[config.mk]
export PLATFORM = sky130hd
export DESIGN_NAME = pos_cmp_cap
export DESIGN_NICKNAME = d
export VERILOG_FILES = /design/src/rtl/pos_cmp_cap.sv
export SDC_FILE = /design/constraint.sdc
export NUM_CORES = 1
export LEC_CHECK = 0
export BUFFER_PORTS_ARGS = -buffer_cell sky130_fd_sc_hd__clkbuf_2
export CORE_MARGIN = 5
export CORE_UTILIZATION = 35
export CTS_BUF_LIST = sky130_fd_sc_hd__clkbuf_4
export DETAILED_ROUTE_END_ITERATION = 8
export SETUP_SLACK_MARGIN = 0.02
export SLEW_MARGIN = 5
export SYNTH_ARGS = -nofsm -noshare
export SYNTH_HDL_FRONTEND = slang
export SYNTH_SLANG_ARGS = --single-unit
[constraint.sdc]
create_clock -name clk -period 1.8 [get_ports clk]
set_clock_uncertainty 0.15 [all_clocks]
set_input_delay 0.27 -clock clk [delete_from_list [all_inputs] [get_ports clk]]
set_output_delay 0.27 -clock clk [all_outputs]
set_load 0.005 [all_outputs]
[src/rtl/pos_cmp_cap.sv]
module pos_cmp_cap #(
  parameter int CNT_W = 32
) (
  input  logic                    clk,
  input  logic                    rst_n,
  input  logic signed [CNT_W-1:0] pos_cnt,
  input  logic                    home_in,
  input  logic signed [CNT_W-1:0] lo_lim,
  input  logic signed [CNT_W-1:0] hi_lim,
  input  logic [1:0]              cmp_mode,
  input  logic                    home_cap_en,
  input  logic                    cap_en,
  output logic                    cmp_out,
  output logic signed [CNT_W-1:0] cap_val,
  output logic                    cap_pulse
);

  localparam logic [1:0] MODE_OFF = 2'b00;
  localparam logic [1:0] MODE_HI  = 2'b01;
  localparam logic [1:0] MODE_LO  = 2'b10;
  localparam logic [1:0] MODE_WIN = 2'b11;

  logic at_hi, at_lo, cmp_next;
  logic home_q, home_rise, cap_go;

  assign at_hi = (pos_cnt >= hi_lim);
  assign at_lo = (pos_cnt <= lo_lim);

  always_comb begin
    unique case (cmp_mode)
      MODE_HI:  cmp_next = at_hi;
      MODE_LO:  cmp_next = at_lo;
      MODE_WIN: cmp_next = at_hi | at_lo;
      default:  cmp_next = 1'b0;
    endcase
  end

  always_ff @(posedge clk or negedge rst_n) begin
    if (!rst_n) cmp_out <= 1'b0;
    else        cmp_out <= cmp_next;
  end

  assign home_rise = home_in & ~home_q;
  assign cap_go    = home_rise & (home_cap_en | cap_en);

  always_ff @(posedge clk or negedge rst_n) begin
    if (!rst_n) begin
      home_q    <= 1'b0;
      cap_pulse <= 1'b0;
      cap_val   <= '0;
    end else begin
      home_q    <= home_in;
      cap_pulse <= cap_go;
      if (cap_go) cap_val <= pos_cnt;
    end
  end

  p_mode_off_r2: assert property (@(posedge clk) disable iff (!rst_n)
    cmp_mode == MODE_OFF |=> !cmp_out);

  p_mode_hi_r3: assert property (@(posedge clk) disable iff (!rst_n)
    cmp_mode == MODE_HI |=> cmp_out == ($past(pos_cnt) >= $past(hi_lim)));

  p_mode_lo_r4: assert property (@(posedge clk) disable iff (!rst_n)
    cmp_mode == MODE_LO |=> cmp_out == ($past(pos_cnt) <= $past(lo_lim)));

  p_mode_win_r5: assert property (@(posedge clk) disable iff (!rst_n)
    cmp_mode == MODE_WIN |=>
      cmp_out == (($past(pos_cnt) >= $past(hi_lim)) || ($past(pos_cnt) <= $past(lo_lim))));

  p_pulse_single_r10: assert property (@(posedge clk) disable iff (!rst_n)
    cap_pulse |=> !cap_pulse);

  p_cap_value_r10: assert property (@(posedge clk) disable iff (!rst_n)
    cap_pulse |-> cap_val == $past(pos_cnt));

  p_cap_hold_r9: assert property (@(posedge clk) disable iff (!rst_n)
    !cap_pulse |-> $stable(cap_val));

  p_no_enable_r9: assert property (@(posedge clk) disable iff (!rst_n)
    ($rose(home_in) && !home_cap_en && !cap_en) |=> !cap_pulse);

endmodule

Word-level counts from Yosys, hierarchy flattened
Cells that the tools add are included.

storage, ports and cells
  bits in registers = 35
  latch bits = 0
  memory bits (writable) = 0
  ROM bits = 0
  input bits = 103
  memories = 0

operators by class
  add/sub/neg operators = 0
  $mul = 0
  divide/modulo/power cells = 0
  magnitude comparators = 2
  eq/ne operators = 3
  shift operators = 0
  mux-type cells = 1
  bitwise gates (word level) = 5
  reductions and logical operators = 0

operator list
  kind                                                  count
  greater-or-equal comparator 32 bit                    1
  less-or-equal comparator 32 bit                       1
  equality test 2 bit (second input constant)           2
  case mux 1 bit (3 select lines)                       1
  bitwise AND 1 bit                                     2
  equality test 2 x 1 -> 1 bit (second input constant)  1
  OR 1 bit                                              2
  inverter 1 bit                                        1

Longest topological paths before layout
  depth in word-level cells = 3
  mapped depth = 9
  depth with buffers taken out = 9

Least setup slack after synthesis
OpenSTA, ideal clock, no wires.

  path kind = input to register
  from = input port lo_lim[25]
  to = register cmp_out
  library setup time = 0.128 ns
  arrival = 1.684 ns
  slack = -0.161 ns
  stages = 8
  cell sequence = inv_1 -> ha_1 -> a21o_1 -> a221o_1 -> a221oi_2 -> o211ai_2 -> mux2i_1 -> o22ai_1

on the way
  word-level cells in the longest chain between the ends = 3

ends and longest elaborated chain
  item                               RTL line  source
  from (decl)                        8         input logic signed [CNT_W-1:0] lo_lim,
  less-or-equal comparator 32 bit *  27        assign at_lo = (pos_cnt <= lo_lim);
  OR 1 bit                           33        MODE_WIN: cmp_next = at_hi | at_lo;
  case mux 1 bit (3 select lines) *  30        unique case (cmp_mode)
  net cmp_next                       23        logic at_hi, at_lo, cmp_next;
  to (signal assigned)               40        else cmp_out <= cmp_next;
  to (decl)                          13        output logic cmp_out,

Mark *: on every way through the listed nets, which the timed path passes. The rest lies on a longest branch.
A chain may end at the register's enable or synchronous reset.

Final worst setup path
  from = input port pos_cnt[12]
  to = register cmp_out

on the way
  word-level cells in the longest chain between the ends = 3
  elaborated cells between the ends (all ways) = 4
  classes of those cells = order compare (2); mux (1); bitwise (1)

ends and longest elaborated chain
  item                                                                                   RTL line  source
  from (decl)                                                                            6         input logic signed [CNT_W-1:0] pos_cnt,
  greater-or-equal comparator 32 bit or less-or-equal comparator 32 bit (tied branches)  26, 27
  OR 1 bit                                                                               33
  case mux 1 bit (3 select lines) *                                                      30
  net cmp_next                                                                           23

Marks and branches as above.

==> metrics <==
crit path launch type=input port; maximum clock insertion buffer count=2; met3 WL=643 µm; share of layout cells above drive strength 1=around two fifths; Initial DRC Count=69; fill count=between 800 and 900; Synth Area per Inst=about 8 µm²; commonest non-fill, non-tap cell in the layout=clkbuf_2; Tcrit/Tclk final=100%; delay-heaviest family, CP=compound AO/OA/AOI/OAI gates; CP Buf/Inv Count=1; die width=101 µm; Static Leakage=around 2.6 nW; met1 wire length=a little under 4000 µm; vias in the first global route=roughly 3,200; Slew headroom=67.7%; Root Driver=clkbuf_4; worst flop-to-flop path endpoint=cap_val[11]$_DFFE_PN0P_; Post-Route WL=8960 µm; max-cap violations=0; Synth Net Count=around 530; htree depth=2; total power=between 2 and 2.5 mW; status=complete, but fails checks; FMAX=about 550 MHz; crit-path cells=buf_4 > ha_4 > nand4_1 > nor4_4 > a21boi_2 > o41ai_2 > o211ai_2 > mux2i_1 > o22ai_1; worst min-delay path category=input port to flop; routability cong.=between 0.9 and 1; placement row count=33; Yosys Warn Count=0; Top Metal Used=met4; clk sinks=35; die height=just over 100 µm; post-route core utilization=a little over half; cell count after synthesis=~370; DRC=0; Slew Limit Fails=0; setup ws final=-0.00446 ns; register bit total from synthesis=35; Buffers on Ports=136; dpl hpwl=roughly 7700 µm; Worst Setup EP=cmp_out$_DFF_PN0_; Peak VDD IR=roughly 290 µV; DR pass1 iterations=4; Synth Cell Area=0.00293 mm²; Layout area overhead=50.2%; CP startpoint=pos_cnt[12]; commonest cells after routing, fill and taps aside=clkbuf_2, nand2_1, inv_1; Multi-input gate area=0.00199 mm²; initial antenna violation count=0; WS Path Type=input port to flop; first-pass GRT wire length=14,300 µm; Levels on crit path=9; CP Capture Type=flop; hold depth=3; Crit Path Max Fanout=3; largest net degree at the start of global routing=20; Core ar.=between 0.008 and 0.009 mm²; wire length per cell=approximately 14 µm; Final ANT Viol Nets=0; PwrDens=516 mW/mm²; unrepaired setup endpoints after global routing=true; worst skew pair latency=~0.33 ns; minimum clock period=roughly 1.8 ns; Overall Global Routing Usage=between 10% and 20%; Top Ports=roughly 140; worst path arrival time=1.88 ns; gr ovfl total=0; sequential cell area=between 800 and 900 µm²; failing checks=negative setup slack; total die area=about 0.01 mm²; total number of vias=just over 3,000; wire length on met2=4260 µm; Reg2Reg Setup Slack=~0.53 ns; TritonCTS clock tree=yes; reg2reg start=home_q$_DFF_PN0_; Vias/cell=4.71; final setup fails=1; worst path required time=between 1.5 and 2 ns; Fin. Hold Viols=0; dpl ws=-0.431 ns; total CTS buffers=5; clock transition at the registers of the reported paths=between 0.1 and 0.15 ns; worst slew pin tran=approximately 0.48 ns; Crit-path slowest cell=nor4_4; Hold Crit Start=pos_cnt[24]; nets=712; sequential area share after synthesis=29.9%; starting density of the core=between 30% and 40%; Unique masters post-synth=31; R2R depth=6; ant diodes=0; crit-path max cell delay=0.33 ns
==> worst min path at each step <==
stage / end / slack [ns]
floorplan: cap_pulse$_DFF_PN0_ / -0.18
global placement: cap_pulse$_DFF_PN0_ / 0.1
detailed placement: cap_pulse$_DFF_PN0_ / 0.10
CTS: cap_val[19]$_DFFE_PN0P_ / 0.003
global route: cap_val[2]$_DFFE_PN0P_ / 0.002
finish: cap_val[24]$_DFFE_PN0P_ / 0.02
==> worst min-delay path: stages <==
cell and delay, ns:
clkbuf_2 0.10, nand2_1 0.05, nand2_1 0.04
==> registers in the layout (all words and copies together), names as in the netlist <==
signal / flops
cap_pulse: 1
home_q: 1
cap_val: 32
cmp_out: 1
==> logic make-up (layout without fill, tap and decap cells) <==
kind of cell               after synthesis  count (layout)  share of synthesized area (%)
muxes                                    2               2                          0.683
and+or+nand+nor                        142             142                           21.4
AOI/OAI and AO/OA                       50              50                           11.3
buffers and inverters                   73             253                           9.35
adders and majority gates               64              64                           27.3
DFF                                     35              35                           29.9
==> report_power, final <==
part           internal, mW  switching, mW  leakage (nW)
Clock                 0.160          0.260        0.0307
Combinational         0.450          0.440          2.14
Sequential            0.900         0.0608         0.434
==> final cells by class <==
type                            instances  area share, %
Tap cell                              105           2.99
Inverter                               67           6.06
Clock buffer                            6           1.02
Timing Repair Buffer                  178           24.6
Multi-Input combinational cell        258           45.2
Sequential cell                        35           19.9
Clock inverter                          2          0.171
==> Yosys cell counts <==
cell       instances  area share (%)
a2111oi_0          1            0.30
a211oi_1           1            0.26
a21boi_0           1            0.26
a21boi_1           1            0.26
a21o_1             5             1.3
a21oi_1           21             3.6
a221o_1            2            0.68
a221oi_1           1            0.30
a221oi_2           1            0.51
a2bb2oi_1          1            0.30
and2_1             3            0.64
and4_1             5             1.5
clkbuf_1           6            0.77
dfrtp_1           35              30
ha_1              64              27
inv_1             67             8.6
mux2i_1            2            0.68
nand2_1          107              14
nand3_1            7             1.2
nand4_1           10             2.1
nor2_1             4            0.51
nor2b_1            3            0.64
nor3_2             2            0.68
nor4_2             1            0.43
o211ai_1           4             1.0
o211ai_2           1            0.43
o21a_1             1            0.26
o21ai_0            6             1.0
o22ai_1            1            0.21
o2bb2ai_1          1            0.30
o41ai_1            1            0.30
==> timing repair <==
action / CTS / global route
resized for setup: 6 / 25
gates cloned: 0 / 0
endpoints found under the hold margin: 17 / 3
hold buffers: 2 / 3
endpoints found under the setup margin: 1 / 1
pin swaps: 9 / 11
buffers inserted: 1 / 1
==> through the flow <==
stage                     cell area [µm²]  cells  setup TNS [ns]  hold WS (ns)
after detailed placement             4150    636          -0.431         0.104
after global routing                 4400    651          -0.118       0.00186
final                                4400    651        -0.00446        0.0249
after global placement               4150    636          -0.381        0.0961
after floorplan                      3090    366         -0.0578        -0.176
after CTS                            4270    647        -0.00291       0.00260
==> layer usage <==
metal / vias up / track usage, %
met2: 98 / 29.0
li1: 1574 / -
met1: 1379 / 22.4
met3: 14 / 4.06
met4: 0 / 4.70
met5: - / 0
Note: power is estimated with default switching activity, not from simulation.
